File: src/rtl/dual_reg_transceiver.sv
module dual_reg_transceiver #(
  parameter int SECTIONS = 2,
  parameter int SEC_W    = 8,
  localparam int N = SECTIONS * SEC_W
) (
  input  logic                clk,
  input  logic                rst,
  input  logic [SECTIONS-1:0] iso,
  input  logic [SECTIONS-1:0] dir_ab,
  input  logic [SECTIONS-1:0] pick_ab,
  input  logic [SECTIONS-1:0] pick_ba,
  input  logic [SECTIONS-1:0] load_a,
  input  logic [SECTIONS-1:0] load_b,
  input  logic [N-1:0]        a_in,
  output logic [N-1:0]        a_out,
  output logic [N-1:0]        a_oe,
  input  logic [N-1:0]        b_in,
  output logic [N-1:0]        b_out,
  output logic [N-1:0]        b_oe
);

  for (genvar s = 0; s < SECTIONS; s++) begin : g_sec
    localparam int LO = s * SEC_W;

    logic [SEC_W-1:0] reg_a, reg_b, keep_a, keep_b;
    logic [SEC_W-1:0] drv_a, drv_b, res_a, res_b;
    logic             en_ab, en_ba;

    assign en_ab = !iso[s] && dir_ab[s];
    assign en_ba = !iso[s] && !dir_ab[s];

    assign drv_b = pick_ab[s] ? reg_a : a_in[LO +: SEC_W];
    assign drv_a = pick_ba[s] ? reg_b : b_in[LO +: SEC_W];

    assign res_a = en_ba ? drv_a : a_in[LO +: SEC_W];
    assign res_b = en_ab ? drv_b : b_in[LO +: SEC_W];

    always_ff @(posedge clk) begin
      if (rst) begin
        reg_a  <= '0;
        reg_b  <= '0;
        keep_a <= '0;
        keep_b <= '0;
      end else begin
        if (load_a[s]) reg_a  <= res_a;
        if (load_b[s]) reg_b  <= res_b;
        if (en_ba)     keep_a <= drv_a;
        if (en_ab)     keep_b <= drv_b;
      end
    end

    assign a_out[LO +: SEC_W] = en_ba ? drv_a : keep_a;
    assign b_out[LO +: SEC_W] = en_ab ? drv_b : keep_b;
    assign a_oe[LO +: SEC_W]  = {SEC_W{en_ba}};
    assign b_oe[LO +: SEC_W]  = {SEC_W{en_ab}};


    oe_excl_chk: assert property (@(posedge clk) disable iff (rst)
      (a_oe[LO +: SEC_W] & b_oe[LO +: SEC_W]) == '0);


    iso_quiet_chk: assert property (@(posedge clk) disable iff (rst)
      iso[s] |-> (a_oe[LO +: SEC_W] == '0 && b_oe[LO +: SEC_W] == '0));


    hold_a_chk: assert property (@(posedge clk) disable iff (rst)
      (!a_oe[LO] && !$past(a_oe[LO]) && !$past(rst)) |-> $stable(a_out[LO +: SEC_W]));


    hold_b_chk: assert property (@(posedge clk) disable iff (rst)
      (!b_oe[LO] && !$past(b_oe[LO]) && !$past(rst)) |-> $stable(b_out[LO +: SEC_W]));


    load_a_chk: assert property (@(posedge clk) disable iff (rst)
      load_a[s] |=> reg_a == $past(a_oe[LO] ? a_out[LO +: SEC_W] : a_in[LO +: SEC_W]));


    load_b_chk: assert property (@(posedge clk) disable iff (rst)
      load_b[s] |=> reg_b == $past(b_oe[LO] ? b_out[LO +: SEC_W] : b_in[LO +: SEC_W]));


    rst_clear_chk: assert property (@(posedge clk)
      rst |=> (reg_a == '0 && reg_b == '0 && keep_a == '0 && keep_b == '0));
  end

endmodule

File: config.mk
export PLATFORM = sky130hd
export DESIGN_NAME = dual_reg_transceiver
export DESIGN_NICKNAME = d
export VERILOG_FILES = /design/src/rtl/dual_reg_transceiver.sv
export SDC_FILE = /design/constraint.sdc
export NUM_CORES = 1
export LEC_CHECK = 0
export ABC_AREA = 0
export BUFFER_PORTS_ARGS = -buffer_cell sky130_fd_sc_hd__buf_2
export CAP_MARGIN = 5
export CORE_MARGIN = 2
export CORE_UTILIZATION = 23
export CTS_BUF_LIST = sky130_fd_sc_hd__clkbuf_4 sky130_fd_sc_hd__clkbuf_8
export CTS_CLUSTER_SIZE = 20
export DETAILED_ROUTE_END_ITERATION = 10
export PLACE_DENSITY = 0.5
export SYNTH_ARGS = -nofsm -noshare
export SYNTH_HDL_FRONTEND = slang
export SYNTH_SLANG_ARGS = --single-unit
File: constraint.sdc
create_clock -name clk -period 2.3 [get_ports clk]
set_clock_uncertainty 0.2 [all_clocks]
set_input_delay 0.46 -clock clk [delete_from_list [all_inputs] [get_ports clk]]
set_output_delay 0.46 -clock clk [all_outputs]
set_load 0.01 [all_outputs]
**After elaboration in Yosys (flattened, before gate mapping)**

Cells that the tools add are included.

- Mux-type cells: 12
- Add/subtract/negate cells: 0
- Multiply operators: 0
- Equality and inequality tests: 0
- Order comparisons: 0
- Bitwise gates (word level): 0
- Div/mod/pow operators: 0
- Reduce and logical (&&, ||, !) cells: 8
- Shift operators: 0

Operators with widths:

| operator | number |
|---|---|
| 8-bit 2-to-1 mux | 12 |
| 1-bit logical AND | 4 |
| 1-bit logical NOT | 4 |

- Register bits: 64
- Output and inout bits: 64
- Memory bits (read-only): 0
- Logic and storage cells: 28
- Bits in latches: 0
- Memories kept: 0
- Bits in writable memories: 0
- Bits of input ports: 46

**Logic depth before layout (Yosys ltp)**

Gate-level depths: netlist of the first run.

- Depth in word-level cells: 3
- Depth in mapped cells: 6
- Mapped depth without buffers: 4

**Least setup slack after synthesis of the first run**

No wires, ideal clock.

- Kind: input-to-output
- From: in iso[0]
- To: out a_out[0]
- Path buffers: 2
- Arrival time: 1252 ps
- Stages on the path: 6
- Slack: 388 ps
- Required time: 1640 ps
- Path through: or2_1 buf_6 clkinv_4 buf_6 nor2_1 nor2_1

- Cells in the longest elaborated chain, start to end: 3

Ends and longest elaborated chain:

| what | RTL line | text |
|---|---|---|
| start: declaration | 8 | `input logic [SECTIONS-1:0] iso,` |
| 1-bit logical NOT | 30 | `assign en_ba = !iso[s] && !dir_ab[s];` |
| 1-bit logical AND | 30 |  |
| named net g_sec[0].en_ba | 27 | `logic en_ab, en_ba;` |
| 8-bit 2-to-1 mux | - |  |
| end: declaration | 15 | `output logic [N-1:0] a_out,` |

The timed path passes the listed nets, and every way through them passes these cells.

**Worst setup path in the final report of the first run**

- From: in iso[1]
- To: out a_out[15]

- Cells in the longest elaborated chain, start to end: 3

Ends and longest elaborated chain:

| what | RTL line |
|---|---|
| 1-bit logical NOT | 30 |
| 1-bit logical AND | 30 |
| 8-bit 2-to-1 mux | - |

No other way between the ends.

==> impl_metrics.tcl, run 1 <==
set metrics [dict create \
    hold_buffers 0 \
    ios 110 \
    avgRoutedWirePerCell_um 14.5 \
    critPathCaptureType "primary output" \
    antenna_found_initial 1 \
    drc 0 \
    grt_overflow 0 \
    clockBufferDepth 2 \
    dpl.hpwl_um 7260 \
    cts_tree "yes" \
    layout.cells.non_filler 670 \
    r2r_cells 3 \
    coreArea_um2 13900 \
    clock_sinks 64 \
    dp_cells 655 \
    antennaDiodeCount 0 \
    routed_wl_um 9690 \
    min_path_type "input port to register" \
    critPathKind "input port to primary output" \
    rsz0062_at_grt "yes" \
    dr.pass1.iters 4 \
    slew_viol_final 0 \
    syn_nets 433 \
    drt_iter0_markers 140 \
    vias_per_cell 4.54 \
    grt_first_pass_wirelength_um 15000 \
    dieHeight_um 124 \
    cts_buffers 9 \
    synth_seq_cells 64 \
    final_nets 532 \
    ys_types 18 \
    area_growth_pct 27.3 \
    layout_common_cells "109 x buf_2, 96 x nor2_1, 64 x dfxtp_1, 38 x nand2b_1" \
    status "completed" \
    maxCapViolCount 0 \
    htreeDepth 3 \
    synth-seq-area-share_pct 38.9 \
    cts-root-buf "clkbuf_8" \
    final-setup-viol-count 0 \
    grt_max_degree 25 \
    synth_area_um2 3300 \
    final_layout_size_suffix_gt1_share_pct 37.6 \
    fin_crit_sh_pct 98.1 \
    reg2reg_slack_ns 1.03 \
    die_area_um2 15300 \
    final_common_cell "buf_2" \
    reg2reg_from "g_sec[1].reg_a[5]" \
    yosysWarningCount 0 \
    reg2reg_to "g_sec[1].reg_b[5]" \
    fmax_mhz 443 \
    clkTransAtPathRegs_ns 0.08 \
    slew_headroom_pct 68.6 \
    crit_path_max_fanout 9 \
    cp-start-kind "input port" \
    synth_cells 387 \
    min_to "g_sec[1].reg_a[3]" \
    routabilityCongestion 0.805 \
    post_cts_buffers 0 \
    fin_tns_setup_ns 0 \
    initial_core_util_pct 23.7 \
    tightestPinTransition_ns 0.471 \
    track_usage_pct 13.0 \
    holdPathStages 3 \
    ir_drop_uv 349 \
    hold_viol_final 0 \
    powerDensity_nw_per_um2 687 \
    vias 3044 \
    period_needed_ns 2.26 \
    power.leakage_nw 1.77 \
    hold_start "a_in[11]" \
    insertion_delay_ns 0.36 \
    crit_required_ns 1.64 \
    ant_nets 0 \
    grt_pass1_vias 2969 \
    arrival_ns 1.60 \
    port_buffers 109 \
    rows 43 \
    syn_area_per_cell_um2 8.52 \
    die_width_um 124 \
]
## layer usage
layer | vias to the layer above | routed length [um] | global-route usage [%]
li1 | 1504 | - | -
met1 | 1425 | 4210 | 15.0
met2 | 98 | 4640 | 22.3
met3 | 15 | 690 | 3.98
met4 | 2 | 144 | 5.11
met5 | - | 13 | 0
## worst max-delay path, cell delays in order
cell	delay, ns
buf_2	0.10
or2_2	0.43
a211oi_2	0.37
nor2_1	0.09
buf_2	0.15
## flip-flops by register name (all words and copies together), names as in the netlist
| signal | flops |
|---|---|
| g_sec.keep_a | 16 |
| g_sec.keep_b | 16 |
| g_sec.reg_a | 16 |
| g_sec.reg_b | 16 |
## repair_timing
action | 4_1_cts | 5_1_grt
gates resized for setup | 3 | 5
endpoints found under the setup margin | 16 | 6
pin swaps | 0 | 0
## worst max path at each step
| stage | slack (ns) | cells past startpoint | end | startpoint |
|---|---|---|---|---|
| after detailed placement | -0.10 | 6 | a_out[15] | dir_ab[1] |
| after global routing | -0.01 | 6 | b_out[6] | iso[0] |
| after CTS | 0.02 | 6 | b_out[11] | iso[1] |
| after floorplan | 0.39 | 6 | a_out[0] | iso[0] |
| final | 0.04 | 5 | a_out[15] | iso[1] |
| after global placement | -0.05 | 6 | a_out[15] | dir_ab[1] |
## synth_stat cells
cell	number	area share (%)
dfxtp_1	64	39
buf_6	8	2.7
o32ai_2	2	0.99
nand2b_1	38	7.2
buf_1	4	0.46
o32ai_1	30	8.0
buf_4	34	7.7
buf_2	2	0.30
clkbuf_1	5	0.57
nor2b_1	32	6.1
nor3_1	32	4.9
clkinv_4	2	0.53
a211oi_1	16	3.6
or2_1	2	0.38
a211oi_2	16	6.1
clkbuf_4	2	0.46
nor2_1	96	11
inv_2	2	0.23
## where the power goes
group	total [mW]	switching (mW)	internal, mW
Sequential	1.22	0.0348	1.18
Clock	1.11	0.474	0.634
Combinational	0.557	0.317	0.240
Total	2.88	0.826	2.06
## per-stage QoR
step	instance area, um^2	worst slack (ns)	hold slack [ns]	utilization [%]	total power [mW]
2_1_floorplan	3300	0.388	0.263	-	1.60
3_3_place_gp	3940	-0.0487	0.275	28.3	1.79
3_5_place_dp	3940	-0.104	0.285	28.3	1.80
4_1_cts	4170	0.0180	0.184	29.9	2.93
5_1_grt	4200	-0.0139	0.197	30.1	3.04
6_report	4200	0.0447	0.210	30.1	2.88
## final cells by class
type / count / area [um^2]
Clock inverter: 5 / 81.3
Multi-Input combinational cell: 264 / 1620
Inverter: 4 / 25.0
Timing Repair Buffer: 143 / 826
Fill cell: 1511 / 9740
Sequential cell: 64 / 1280
Tap cell: 180 / 225
Clock buffer: 10 / 138
## kinds of logic (layout without fill, tap and decap cells)
| group | after synthesis | in the layout | share of synthesized area [%] |
|---|---|---|---|
| and+or+nand+nor | 200 | 200 | 29.4 |
| AOI/OAI and AO/OA | 64 | 64 | 18.7 |
| DFF | 64 | 64 | 38.9 |
| buffers and inverters | 59 | 162 | 13.0 |
No activity file was read; power rests on OpenSTA's default activity.
==> run 2, diff against run 1 <==
- PLACE_DENSITY: 0.5 -> 0.51
- SKIP_LAST_GASP: not set -> 1
- clock period: 2.3 -> 2 ns (I/O delays scaled with it)
==> run 2 against run 1 <==
- count of clock-buffer cells in the layout stayed put
- final area is 12% higher
- total power is 19% higher
- combinational power is 39% higher
- global-route usage is 0.84 points higher
- sequential share of layout area is 3.3 points lower
- cell count is 5.8% higher
- critical endpoint is now a_out[8]
- largest cell class unchanged
- largest power group unchanged
==> impl_metrics.tcl, run 2 (synthesis results as in run 1) <==
set metrics [dict create \
    die_area_um2 15300 \
    regArea_um2 1280 \
    routed_wl_um 10300 \
    clkTransAtPathRegs_ns 0.08 \
    dp_cells 689 \
    slew_viol_final 0 \
    coreArea_um2 13900 \
    dieHeight_um 124 \
    clock_sinks 64 \
    r2r_cells 4 \
    ios 110 \
    rows 43 \
    status "completed" \
    grt_pass1_vias 3241 \
    grt_max_degree 31 \
    initial_core_util_pct 23.7 \
    power.leakage_nw 2.02 \
    layout_common_cells "105 x buf_2, 93 x nor2_1, 68 x buf_4, 64 x dfxtp_1, 36 x nand2b_1" \
    critPathKind "input port to primary output" \
    track_usage_pct 13.8 \
    arrival_ns 1.38 \
    reg2reg_from "g_sec[1].reg_a[7]" \
    maxCapViolCount 0 \
    hold_buffers 0 \
    area_growth_pct 43.0 \
    cts-root-buf "clkbuf_8" \
    clockBufferDepth 2 \
    hold_slack_ns 0.155 \
    p_total_mw 3.44 \
    antennaDiodeCount 0 \
    min_path_type "input port to register" \
    period_needed_ns 1.98 \
    min_to "g_sec[1].reg_b[5]" \
    layout.cells.non_filler 709 \
    vias_per_cell 4.55 \
    critPathCaptureType "primary output" \
    hold_viol_final 0 \
    crit_required_ns 1.40 \
    crit_path_max_fanout 5 \
    final_nets 570 \
    port_buffers 109 \
    final-setup-viol-count 0 \
    fillers 1493 \
    worstSetupStartpoint "dir_ab[1]" \
    grt_first_pass_wirelength_um 15900 \
    reg2reg_to "g_sec[1].reg_b[7]" \
    cts_tree "yes" \
    die_width_um 124 \
    fmax_mhz 504 \
    drc 0 \
    routabilityCongestion 0.839 \
    dpl.hpwl_um 7560 \
    holdPathStages 3 \
    multiInputGateArea_um2 1760 \
    reg2reg_slack_ns 0.70 \
    setup_slack_ns 0.0155 \
    htreeDepth 3 \
    cp-start-kind "input port" \
    dp_slack_ns -0.124 \
    insertion_delay_ns 0.37 \
    crit_path_top_delay_cell "or2_4" \
    slew_headroom_pct 71.8 \
    ant_nets 0 \
    cp_cell_sequence "buf_8 -> or2_4 -> buf_12 -> a211oi_4 -> nor2_1 -> buf_2" \
    cts_buffers 9 \
    hold_start "b_in[13]" \
    final_layout_size_suffix_gt1_share_pct 43.9 \
    vias 3228 \
    powerDensity_nw_per_um2 730 \
    dr.pass1.iters 4 \
    fin_crit_sh_pct 99.2 \
    drt_iter0_markers 189 \
    ir_drop_uv 404 \
    grt_overflow 0 \
    final_common_cell "buf_2" \
    rsz0062_at_grt "yes" \
    slowest_delay_ns 0.27 \
    antenna_found_initial 0 \
    avgRoutedWirePerCell_um 14.5 \
    tightestPinTransition_ns 0.423 \
]
[run 2: changes by cell type in the layout (fill, tap and decap cells not counted), moves of 4 or more]
| cell | previous run | this run |
|---|---|---|
| a211oi_1 | 14 | 10 |
| a211oi_2 | 15 | 6 |
| a211oi_4 | 3 | 16 |
| buf_2 | 109 | 105 |
| buf_4 | 32 | 68 |
[run 2: what timing repair did]
| item | in CTS | in global routing |
|---|---|---|
| cloned | 0 | 2 |
| endpoints found under the setup margin | 39 | 37 |
| setup buffers | 1 | 1 |
| resized for setup | 23 | 21 |
| pin swaps | 11 | 11 |
[run 2: worst max-delay path by stage]
stage / end / slack [ns] / cells after the start
floorplan: a_out[0] / 0.21 / 6
global placement: b_out[7] / -0.11 / 6
global route: a_out[9] / -0.02 / 6
detailed placement: b_out[8] / -0.12 / 6
CTS: b_out[8] / -0.04 / 6
finish: a_out[8] / 0.02 / 6
[run 2: critical path: cells and delay by family]
| kind | cells | cell delay (ns) |
|---|---|---|
| AO/OA/AOI/OAI | 1 | 0.23 |
| AND/OR/NAND/NOR | 2 | 0.35 |
| buffers and inverters | 3 | 0.39 |
[run 2: metrics by stage]
stage	setup TNS, ns	utilization (%)	instance area (um^2)
floorplan	0	-	3300
global placement	-2.23	30.2	4210
detailed placement	-2.41	30.2	4210
CTS	-0.123	32.8	4580
global route	-0.121	33.8	4710
finish	0	33.8	4710
[run 2: power by group]
part	internal, mW	switching (mW)	total (mW)
clock	0.728	0.527	1.26
combinational	0.364	0.408	0.772
sequential	1.36	0.0499	1.41
total	2.46	0.986	3.44
[run 2: cell type report]
type,count,share of cell area (%)
multi-input cells,264,37.4
flip-flops and latches,64,27.2
repair buffers,181,25.1
well taps,180,4.78
clock buffers,10,2.92
clock inverters,6,1.75
inverters,4,0.849
[run 2: routing by layer]
layer  global-route usage (%)  part of all wire [%]  up-vias
met2                     23.3                    48      105
met4                     7.03                   2.6        0
met1                     16.1                    44     1530
li1                         -                     -     1573
met5                        0                     0        -
met3                     3.62                   5.7       20
